<file path="src/rtl/contact_debounce_pkg.sv">
package contact_debounce_pkg;

    typedef enum logic {
        ST_IDLE    = 1'b0,
        ST_LATCHED = 1'b1
    } latch_state_e;

    // Active-high view of the two contacts after synchronization.
    typedef struct packed {
        logic set_on;
        logic clr_on;
    } contact_pair_t;

    // Hold time in clock cycles from clock rate (Hz) and hold time (ms).
    function automatic int unsigned hold_cycles(input int unsigned clk_hz,
                                                input int unsigned hold_ms);
        return (clk_hz / 1000) * hold_ms;
    endfunction

    function automatic int unsigned count_width(input int unsigned n);
        return (n <= 2) ? 1 : $clog2(n);
    endfunction

    // Next latch state. A conflict has priority and freezes the state.
    // Otherwise a closed "off" contact clears the latch, a new "on" closure sets an
    // idle latch, and a finished hold timer returns the latch to idle.
    function automatic latch_state_e next_state(input latch_state_e cur,
                                                input logic conflict,
                                                input logic clr_on,
                                                input logic set_edge,
                                                input logic hold_done);
        latch_state_e nxt;
        nxt = cur;
        if (conflict) begin
            nxt = cur;
        end else if (clr_on) begin
            nxt = ST_IDLE;
        end else if (cur == ST_IDLE) begin
            if (set_edge) nxt = ST_LATCHED;
        end else if (hold_done) begin
            nxt = ST_IDLE;
        end
        return nxt;
    endfunction

endpackage

</file>
<file path="src/rtl/cd_sync.sv">
module cd_sync #(
    parameter int unsigned W = 2
) (
    input  logic         clk,
    input  logic         rst,
    input  logic [W-1:0] raw_n,
    output logic [W-1:0] lvl
);
    // Two flops per contact. The reset value is the open level (1 on the raw side).
    for (genvar i = 0; i < W; i++) begin : g_bit
        logic meta_q;
        logic sync_q;
        always_ff @(posedge clk) begin
            if (rst) begin
                meta_q <= 1'b1;
                sync_q <= 1'b1;
            end else begin
                meta_q <= raw_n[i];
                sync_q <= meta_q;
            end
        end
        assign lvl[i] = ~sync_q;
    end
endmodule

</file>
<file path="src/rtl/cd_edge.sv">
module cd_edge (
    input  logic clk,
    input  logic rst,
    input  logic lvl_in,
    output logic rise
);
    logic prev_q;

    always_ff @(posedge clk) begin
        if (rst) prev_q <= 1'b0;
        else     prev_q <= lvl_in;
    end

    assign rise = lvl_in & ~prev_q;
endmodule

</file>
<file path="src/rtl/cd_hold_timer.sv">
module cd_hold_timer #(
    parameter int unsigned HOLD = 2,
    parameter int unsigned W    = 1
) (
    input  logic clk,
    input  logic rst,
    input  logic run,
    input  logic freeze,
    output logic expired
);
    logic [W-1:0] cnt_q;

    assign expired = run && (cnt_q == W'(HOLD - 1));

    always_ff @(posedge clk) begin
        if (rst || !run) begin
            cnt_q <= '0;
        end else if (!freeze && !expired) begin
            cnt_q <= cnt_q + 1'b1;
        end
    end
endmodule

</file>
<file path="src/rtl/contact_debounce.sv">
module contact_debounce
    import contact_debounce_pkg::*;
#(
    parameter int unsigned CLK_HZ  = 50_000_000,
    parameter int unsigned HOLD_MS = 500
) (
    input  logic clk,
    input  logic rst,
    input  logic set_n_raw,
    input  logic clr_n_raw,
    output logic q,
    output logic q_n,
    output logic press,
    output logic err
);
    localparam int unsigned HOLD_CYCLES = hold_cycles(CLK_HZ, HOLD_MS);
    localparam int unsigned CNT_W       = count_width(HOLD_CYCLES);

    contact_pair_t raw_n;
    contact_pair_t lvl;
    logic          set_lvl;
    logic          clr_lvl;
    logic          set_rise;
    logic          conflict;
    logic          tmr_done;
    latch_state_e  state_q;
    latch_state_e  state_d;
    logic          press_q;
    logic          err_q;

    assign raw_n.set_on = set_n_raw;
    assign raw_n.clr_on = clr_n_raw;

    cd_sync #(.W(2)) u_sync (
        .clk   (clk),
        .rst   (rst),
        .raw_n (raw_n),
        .lvl   (lvl)
    );

    assign set_lvl  = lvl.set_on;
    assign clr_lvl  = lvl.clr_on;
    assign conflict = set_lvl & clr_lvl;

    cd_edge u_edge (
        .clk    (clk),
        .rst    (rst),
        .lvl_in (set_lvl),
        .rise   (set_rise)
    );

    cd_hold_timer #(.HOLD(HOLD_CYCLES), .W(CNT_W)) u_timer (
        .clk     (clk),
        .rst     (rst),
        .run     (state_q == ST_LATCHED),
        .freeze  (conflict),
        .expired (tmr_done)
    );

    always_comb begin
        state_d = next_state(state_q, conflict, clr_lvl, set_rise, tmr_done);
    end

    always_ff @(posedge clk) begin
        if (rst) begin
            state_q <= ST_IDLE;
            press_q <= 1'b0;
            err_q   <= 1'b0;
        end else begin
            state_q <= state_d;
            press_q <= (state_q == ST_IDLE) && (state_d == ST_LATCHED);
            err_q   <= err_q | conflict;
        end
    end

    assign q     = (state_q == ST_LATCHED);
    assign q_n   = ~q;
    assign press = press_q;
    assign err   = err_q;
endmodule

</file>
<file path="config.mk">
export PLATFORM = sky130hd
export DESIGN_NAME = contact_debounce
export DESIGN_NICKNAME = d
export VERILOG_FILES = /design/src/rtl/contact_debounce_pkg.sv /design/src/rtl/cd_sync.sv /design/src/rtl/cd_edge.sv /design/src/rtl/cd_hold_timer.sv /design/src/rtl/contact_debounce.sv
export SDC_FILE = /design/constraint.sdc
export NUM_CORES = 1
export LEC_CHECK = 0
export CAP_MARGIN = 20
export CELL_PAD_IN_SITES_DETAIL_PLACEMENT = 1
export CELL_PAD_IN_SITES_GLOBAL_PLACEMENT = 1
export CORE_UTILIZATION = 30
export CTS_BUF_LIST = sky130_fd_sc_hd__clkbuf_16
export DETAILED_ROUTE_END_ITERATION = 7
export MAX_ROUTING_LAYER = met4
export PLACE_DENSITY = 0.67
export SYNTH_ARGS = -nofsm -noshare
export SYNTH_HDL_FRONTEND = slang
export SYNTH_SLANG_ARGS = --single-unit
</file>
<file path="constraint.sdc">
create_clock -name clk -period 2 [get_ports clk]
set_input_delay 0.4 -clock clk [delete_from_list [all_inputs] [get_ports clk]]
set_output_delay 0.4 -clock clk [all_outputs]
set_load 0.01 [all_outputs]
</file>
# ---- After elaboration in Yosys (flattened, before gate mapping)
# Index checks and enable logic that the tools add are counted.
dict set report word_totals {
  regBits 33
  out_inout_bits 4
  word_cells 30
}
dict set report classes {
  add_sub_neg 1
  n_eq_ne 1
  n_mux 5
  bitwise 7
  reduce_logical 7
}
# cell count
set op_table {}
lappend op_table {{$add 25x1->25 const B} 1}
lappend op_table {{$eq 25x25->1 const B} 1}
lappend op_table {{$mux 1} 5}
lappend op_table {{$not 1->1} 4}
lappend op_table {{$logic_and 1x1->1} 3}
lappend op_table {{$logic_not 1->1} 3}
lappend op_table {{$and 1x1->1} 2}
lappend op_table {{$logic_or 1x1->1} 1}
lappend op_table {{$or 1x1->1} 1}

# ---- Longest topological paths before layout
# Gate-level depths: netlist of the first run.
dict set report logic_depth {
  depth_word 7
  depth_mapped 7
}

# ---- By module
# From an unflattened synthesis of the first run, not the netlist that was laid out.
dict set report unflattened {
  cells_unflattened 170
  hier_area_um2 1569.0
}
# module instances cells_per_inst area_each_um2 seq_area_each_um2
set modules_own_cells {}
lappend modules_own_cells {cd_hold_timer 1 144 1287.5 500.5}
lappend modules_own_cells {contact_debounce 1 13 121.4 60.1}
lappend modules_own_cells {cd_sync 1 10 112.6 80.1}
lappend modules_own_cells {cd_edge 1 3 47.5 20.0}

# ---- Worst setup path before layout of the first run
# OpenSTA, ideal clock, no wires.
dict set report synth_timing {
  path_kind {reg-to-reg}
  from {reg u_timer.cnt_q[0]}
  to {reg u_timer.cnt_q[18]}
  setup_ns 0.071
  t_arrival_ns 1.647
  required_time_ns 1.929
  path_slack_ns 0.283
  stages_incl_launch_ff 7
  n_path_buf 0
  cell_sequence {dfxtp_1 -> ha_1 -> nand3_2 -> nor2_1 -> nand2_1 -> or4_1 -> a21oi_1}
}
dict set report synth_between {
  elab_chain_cells 4
}
# element line_no
set synth_rtl {}
lappend synth_rtl {{from (decl)} cd_hold_timer.sv:11} ;# logic [W-1:0] cnt_q;
lappend synth_rtl {{from (signal assigned)} cd_hold_timer.sv:19} ;# cnt_q <= cnt_q + 1'b1;
lappend synth_rtl {{branches (longest 4 deep; another with $add 25x1->25)} n/a}
# Parallel ways; which one is timed is not known.
# A chain may end at the register's enable or synchronous reset.

# ---- Worst setup path after layout of the first run
dict set report layout_timing {
  from {reg u_timer.cnt_q[0]}
  to {reg u_timer.cnt_q[5]}
}
# The elaborated chain is that of the path after synthesis.

==> results_dict.tcl, run 1 <==
set metrics [dict create \
    outcome "completed" \
    grt_pass1_wl_um 5970 \
    ant_nets 0 \
    portBuffers 7 \
    clock_sinks 33 \
    rsz0062_at_grt "no" \
    n_antenna_cell 0 \
    synth_ff_type "dfxtp_1" \
    die_h_um 71.0 \
    clk_latency_ns 0.27 \
    power.leakage_nw 0.587 \
    path_class "register to register" \
    grt.overflow.total 0 \
    nets 186 \
    async_reset_ff_frac 0 \
    routabilityCongestion 0.798 \
    ys_seq_area_frac 0.462 \
    drcViolationCount 0 \
    ir_drop_uv 471 \
    finalSetupViolCount 0 \
    dp_hpwl_um 2540 \
    die_x_um 71.0 \
    antenna_found_initial 0 \
    cts_tree "done" \
    slew_headroom 0.612 \
    post_drt_wl_per_cell_um 14.4 \
    routed_wl_um 3370 \
    cts_buffers 5 \
    yosys.cell_types.count 28 \
    synth_edf_count 0 \
    area_delta_synth_final_pct 22.4 \
    power.density_nw_per_um2 883 \
    grt_max_degree 16 \
    fin_cells 234 \
    cts_resized 0 \
    die-area_sq_um 5050 \
    crit_fanout 15 \
    synth_cells 165 \
    htree_levels 2 \
    num_vias 1226 \
    ys_ff_latch 33 \
    critical_path.endpoint_type "register" \
    fin_crit_sh 0.920 \
    period_minus_slack_ns 1.84 \
    maxCapViolations 0 \
    rows 24 \
    final-hold-violation-count 0 \
    min_path_type "register to register" \
    synth.avg_cell_area_sq_um 8.67 \
    grt_pass1_vias 1293 \
    post_dp_cell_area_sq_um 1590 \
    placed_cells 226 \
    max_clock_freq_ghz 0.543 \
    core_area_sq_um 4470 \
    cts_setup_buffers 0 \
    crit_required_ns 2.20 \
    start_util 0.320 \
    ios 8 \
    drt_iter0_markers 14 \
    tightest_slew_ns 0.578 \
    drive_gt1_frac 0.148 \
    clk_pin_slew_ns 0.05 \
    synth_warnings 0 \
    arrival_ns 2.04 \
    firstDrtPassIters 4 \
    grtUsageTotal 0.158 \
    stdcell_area_sq_um 1750 \
    rrSetupSlack_ns 0.16 \
    tns_ns 0 \
    syn_area_sq_um 1430 \
    cts-root-buf "clkbuf_16" \
    skew_ns 0.00629 \
    nFillCells 530 \
    syn_nets 170 \
    start_kind "register" \
    clk_path_buf_depth 2 \
    cts_hold_buf 0 \
    vias_per_cell 5.24 \
    maxSlewViolCount 0 \
]
==> layer usage <==
| metal | GRT usage | wire length, um | part of all wire | vias up |
|---|---|---|---|---|
| met3 | 0.0427 | 94 | 0.028 | 6 |
| met2 | 0.261 | 1640 | 0.49 | 16 |
| met1 | 0.183 | 1580 | 0.47 | 600 |
| met5 | - | 0 | 0 | - |
| li1 | - | - | - | 604 |
| met4 | 0.0600 | 50 | 0.015 | 0 |
==> critical path, cell delays in order, from the launching register on <==
cell and delay (ns):
dfxtp_1 0.34, ha_1 0.23, nand3_2 0.15, nor4_1 0.08, a31o_2 0.35, or3_2 0.48
a21oi_1 0.15
==> worst paths after layout <==
kind	startpoint	end	cells past startpoint
worst min register to register	u_sync.g_bit[0].meta_q	u_sync.g_bit[0].sync_q	1
worst min-delay path	u_sync.g_bit[0].meta_q	u_sync.g_bit[0].sync_q	1
worst max-delay path	u_timer.cnt_q[0]	u_timer.cnt_q[5]	6
worst max register to register	u_timer.cnt_q[0]	u_timer.cnt_q[5]	6
==> where the power goes <==
group	internal (W)	total [W]	leakage [nW]	switching [W]
registers	0.000665	0.000670	0.267	0.00000493
logic	0.0000195	0.0000363	0.237	0.0000167
clock network	0.000578	0.000839	0.0826	0.000261
==> flip-flops by register name (all words and copies together) (netlist names) <==
signal,flops
err,1
press,1
q,1
u_edge.prev_q,1
u_sync.g_bit.meta_q,2
u_sync.g_bit.sync_q,2
u_timer.cnt_q,25
==> cell usage in the layout (no fill, tap or decap) <==
cell type / n
nand2b_1: 2
buf_4: 6
nor2_1: 28
o31a_2: 1
dfxtp_1: 33
nand3_2: 1
clkbuf_16: 5
clkinv_1: 1
xor2_1: 18
nand4_1: 11
a21oi_1: 5
a31o_2: 1
o21ai_0: 7
bufinv_16: 1
nor3_1: 3
o31ai_1: 1
nor4_1: 5
nand3_1: 10
nor2_2: 1
o21a_1: 1
or4b_1: 1
and2_1: 3
ha_1: 1
nand2_1: 9
clkdlybuf4s50_1: 7
and3_1: 3
nor4_2: 1
or2_2: 6
or3_2: 4
inv_1: 5
or4_1: 1
==> through the flow <==
step | power (W) | hold WS [ns] | setup WS, ns | util
3_5_place_dp | 0.000720 | 0.400 | 0.153 | 0.355
3_3_place_gp | 0.000719 | 0.397 | 0.222 | 0.355
4_1_cts | 0.00156 | 0.415 | 0.148 | 0.391
5_1_grt | 0.00160 | 0.432 | 0.00234 | 0.391
6_report | 0.00155 | 0.412 | 0.160 | 0.391
2_1_floorplan | 0.000701 | 0.389 | 0.283 | -
==> synth_stat cells (all sizes together), types with 2 or more instances <==
| cell type | instances | area share |
|---|---|---|
| clkbuf | 3 | 0.0079 |
| and2 | 3 | 0.013 |
| nor4 | 6 | 0.031 |
| and3 | 3 | 0.013 |
| dfxtp | 33 | 0.46 |
| or2 | 6 | 0.026 |
| nor3 | 3 | 0.010 |
| nand3 | 11 | 0.042 |
| xor2 | 18 | 0.11 |
| a21oi | 5 | 0.017 |
| nand2b | 2 | 0.0087 |
| inv | 4 | 0.010 |
| nor2 | 29 | 0.078 |
| nand2 | 9 | 0.024 |
| or3 | 4 | 0.021 |
| nand4 | 11 | 0.048 |
| o21ai | 7 | 0.024 |
==> layout make-up <==
type                    instances  area [sq um]  area share
clock buffers                   5           125      0.0715
multi-input cells             124           732       0.418
flip-flops and latches         33           661       0.377
repair buffers                 13           115      0.0658
inverters                       4          15.0     0.00858
well taps                      52          65.1      0.0372
clock inverters                 3          37.5      0.0214
==> kinds of logic after synthesis <==
| logic type | after synthesis | share of synthesized area |
|---|---|---|
| XOR/XNOR | 18 | 0.110 |
| adder cells (fa/ha/maj) | 1 | 0.00875 |
| AO/OA/AOI/OAI | 16 | 0.0656 |
| buffers and inverters | 8 | 0.0262 |
| flip-flops | 33 | 0.462 |
| AND/OR/NAND/NOR | 89 | 0.327 |
No activity file was read; power rests on OpenSTA's default activity.
==> inputs of run 2 (changes only) <==
--- a/config.mk
+++ b/config.mk
@@ -5,14 +5,16 @@
 export SDC_FILE = /design/constraint.sdc
 export NUM_CORES = 1
 export LEC_CHECK = 0
-export CAP_MARGIN = 20
+export CAP_MARGIN = 15
 export CELL_PAD_IN_SITES_DETAIL_PLACEMENT = 1
 export CELL_PAD_IN_SITES_GLOBAL_PLACEMENT = 1
 export CORE_UTILIZATION = 30
 export CTS_BUF_LIST = sky130_fd_sc_hd__clkbuf_16
+export CTS_CLUSTER_SIZE = 30
 export DETAILED_ROUTE_END_ITERATION = 7
 export MAX_ROUTING_LAYER = met4
 export PLACE_DENSITY = 0.67
+export SETUP_SLACK_MARGIN = 0.02
 export SYNTH_ARGS = -nofsm -noshare
 export SYNTH_HDL_FRONTEND = slang
 export SYNTH_SLANG_ARGS = --single-unit
==> results_dict.tcl, run 2 (same netlist as run 1, synthesis figures left out) <==
set metrics [dict create \
    final_common_cell "dfxtp_1" \
    num_vias 1241 \
    skew_ns 0.00640 \
    tightest_slew_ns 0.673 \
    p_clk_frac 0.543 \
    hold_start "u_sync.g_bit[0].meta_q" \
    die-area_sq_um 5050 \
    worstReg2RegEnd "u_timer.cnt_q[4]" \
    finalSetupViolCount 0 \
    nets 187 \
    area_delta_synth_final_pct 23.4 \
    cts_hold_buf 0 \
    clock_sinks 33 \
    max_clock_freq_ghz 0.527 \
    cts-root-buf "clkbuf_16" \
    routabilityCongestion 0.798 \
    hold_end "u_sync.g_bit[0].sync_q" \
    multi_input_area_sq_um 747 \
    crit_chain "or4b_1 > nor4_2 > a31o_1 > or3_2 > a21oi_1" \
    routed_wl_um 3530 \
    core_area_sq_um 4470 \
    outcome "completed" \
    vias_per_cell 5.28 \
    drt_iter0_markers 28 \
    switching_power_w 0.000286 \
    drcViolationCount 0 \
    grt_max_degree 16 \
    cp.buffers_inverters 0 \
    nFillCells 528 \
    drive_gt1_frac 0.153 \
    r2r_cells 5 \
    ir_drop_uv 471 \
    clk_latency_ns 0.27 \
    dp_hpwl_um 2540 \
    largest_register "u_timer.cnt_q" \
    seqPwrFrac 0.433 \
    cts_buffers 5 \
    antenna_found_initial 0 \
    die_h_um 71.0 \
    die_x_um 71.0 \
    seq_area_sq_um 661 \
    n_antenna_cell 0 \
    arrival_ns 2.05 \
    portBuffers 7 \
    slew_headroom 0.547 \
    ant_nets 0 \
    pwr-share-comb 0.024 \
    rsz0062_at_grt "no" \
    path_class "register to register" \
    power.density_nw_per_um2 877 \
    slowest_delay_ns 0.48 \
    rrSetupSlack_ns 0.10 \
    layout_common_cells "33 x dfxtp_1, 28 x nor2_1, 18 x xor2_1" \
    maxCapViolations 0 \
    cpLargestDelayFamily "simple AND/OR/NAND/NOR gates" \
    post_drt_wl_per_cell_um 15.0 \
    grt.overflow.total 0 \
    setup_slack_ns 0.103 \
    slowest_stage "or4b_1" \
    crit_required_ns 2.15 \
    largestRegisters "u_timer.cnt_q (25), u_sync.g_bit.meta_q (2), u_sync.g_bit.sync_q (2)" \
    final-hold-violation-count 0 \
    start_util 0.320 \
    min_path_type "register to register" \
    grt_pass1_vias 1293 \
    place_ws_ns 0.153 \
    fin_crit_sh 0.949 \
    power.leakage_nw 0.589 \
    clk_path_buf_depth 2 \
    cts_setup_buffers 0 \
    tns_ns 0 \
    holdPathStages 1 \
    rows 24 \
    largest_register_ffs 25 \
    maxSlewViolCount 0 \
    crit_fanout 7 \
    start_kind "register" \
    period_minus_slack_ns 1.90 \
    grtUsageTotal 0.158 \
    firstDrtPassIters 4 \
    clk_pin_slew_ns 0.05 \
    critical_path.endpoint_type "register" \
    p_int_w 0.00126 \
    r2r-start "q" \
    swShare 0.185 \
    htree_levels 2 \
    grt_pass1_wl_um 5970 \
    cts_tree "done" \
    ios 8 \
]
## run 2: cell count changes in the layout (fill, tap and decap cells not counted), sizes merged
cell and change:
a31o +1
## run 2: through the flow
stage          cell area (sq um)   util  instances  hold WS (ns)  power, W
3_3_place_gp                1590  0.355        226         0.397  0.000719
2_1_floorplan               1430      -        165         0.389  0.000701
4_1_cts                     1750  0.391        234         0.415   0.00156
5_1_grt                     1770  0.395        235         0.432   0.00160
3_5_place_dp                1590  0.355        226         0.400  0.000720
6_report                    1770  0.395        235         0.412   0.00155
## run 2: timing repair
action / CTS / global route
gates resized for setup: 0 / 1
endpoints found under the setup margin: 0 / 3
endpoints found under the hold margin: 0 / 0
## run 2: cell type report
| cell class | instances | area share |
|---|---|---|
| clock buffers | 5 | 0.0709 |
| clock inverters | 3 | 0.0213 |
| inverters | 4 | 0.00850 |
| multi-input cells | 125 | 0.423 |
| flip-flops and latches | 33 | 0.374 |
| well taps | 52 | 0.0369 |
| repair buffers | 13 | 0.0652 |
## run 2: worst register-to-register path: cells and delay by family (launching register included)
| family | cells | cell delay, ns |
|---|---|---|
| and+or+nand+nor | 3 | 0.97 |
| DFF | 1 | 0.42 |
| AOI/OAI and AO/OA | 2 | 0.39 |
## run 2: metal layers
metal / vias up / global-route usage / share of wire
li1: 611 / - / -
met1: 608 / 0.183 / 0.46
met2: 16 / 0.261 / 0.50
met3: 6 / 0.0427 / 0.023
met4: 0 / 0.0600 / 0.014
met5: - / - / 0
## run 2: worst max path at each step
stage          slack [ns]  cells after the start                 to              from
6_report             0.10                      5   u_timer.cnt_q[4]                 q
5_1_grt              0.02                      5   u_timer.cnt_q[0]                 q
4_1_cts              0.15                      6   u_timer.cnt_q[5]  u_timer.cnt_q[0]
3_5_place_dp         0.15                      6   u_timer.cnt_q[5]  u_timer.cnt_q[0]
3_3_place_gp         0.22                      6   u_timer.cnt_q[3]  u_timer.cnt_q[0]
2_1_floorplan        0.28                      6  u_timer.cnt_q[18]  u_timer.cnt_q[0]
## run 2: power by group through the flow
stage | Combinational [W] | Clock, W | Sequential [W]
after floorplan | 0.0000178 | 0 | 0.000683
after global placement | 0.0000357 | 0 | 0.000683
after detailed placement | 0.0000368 | 0 | 0.000684
after CTS | 0.0000370 | 0.000858 | 0.000670
after global routing | 0.0000411 | 0.000888 | 0.000670
final | 0.0000371 | 0.000841 | 0.000670
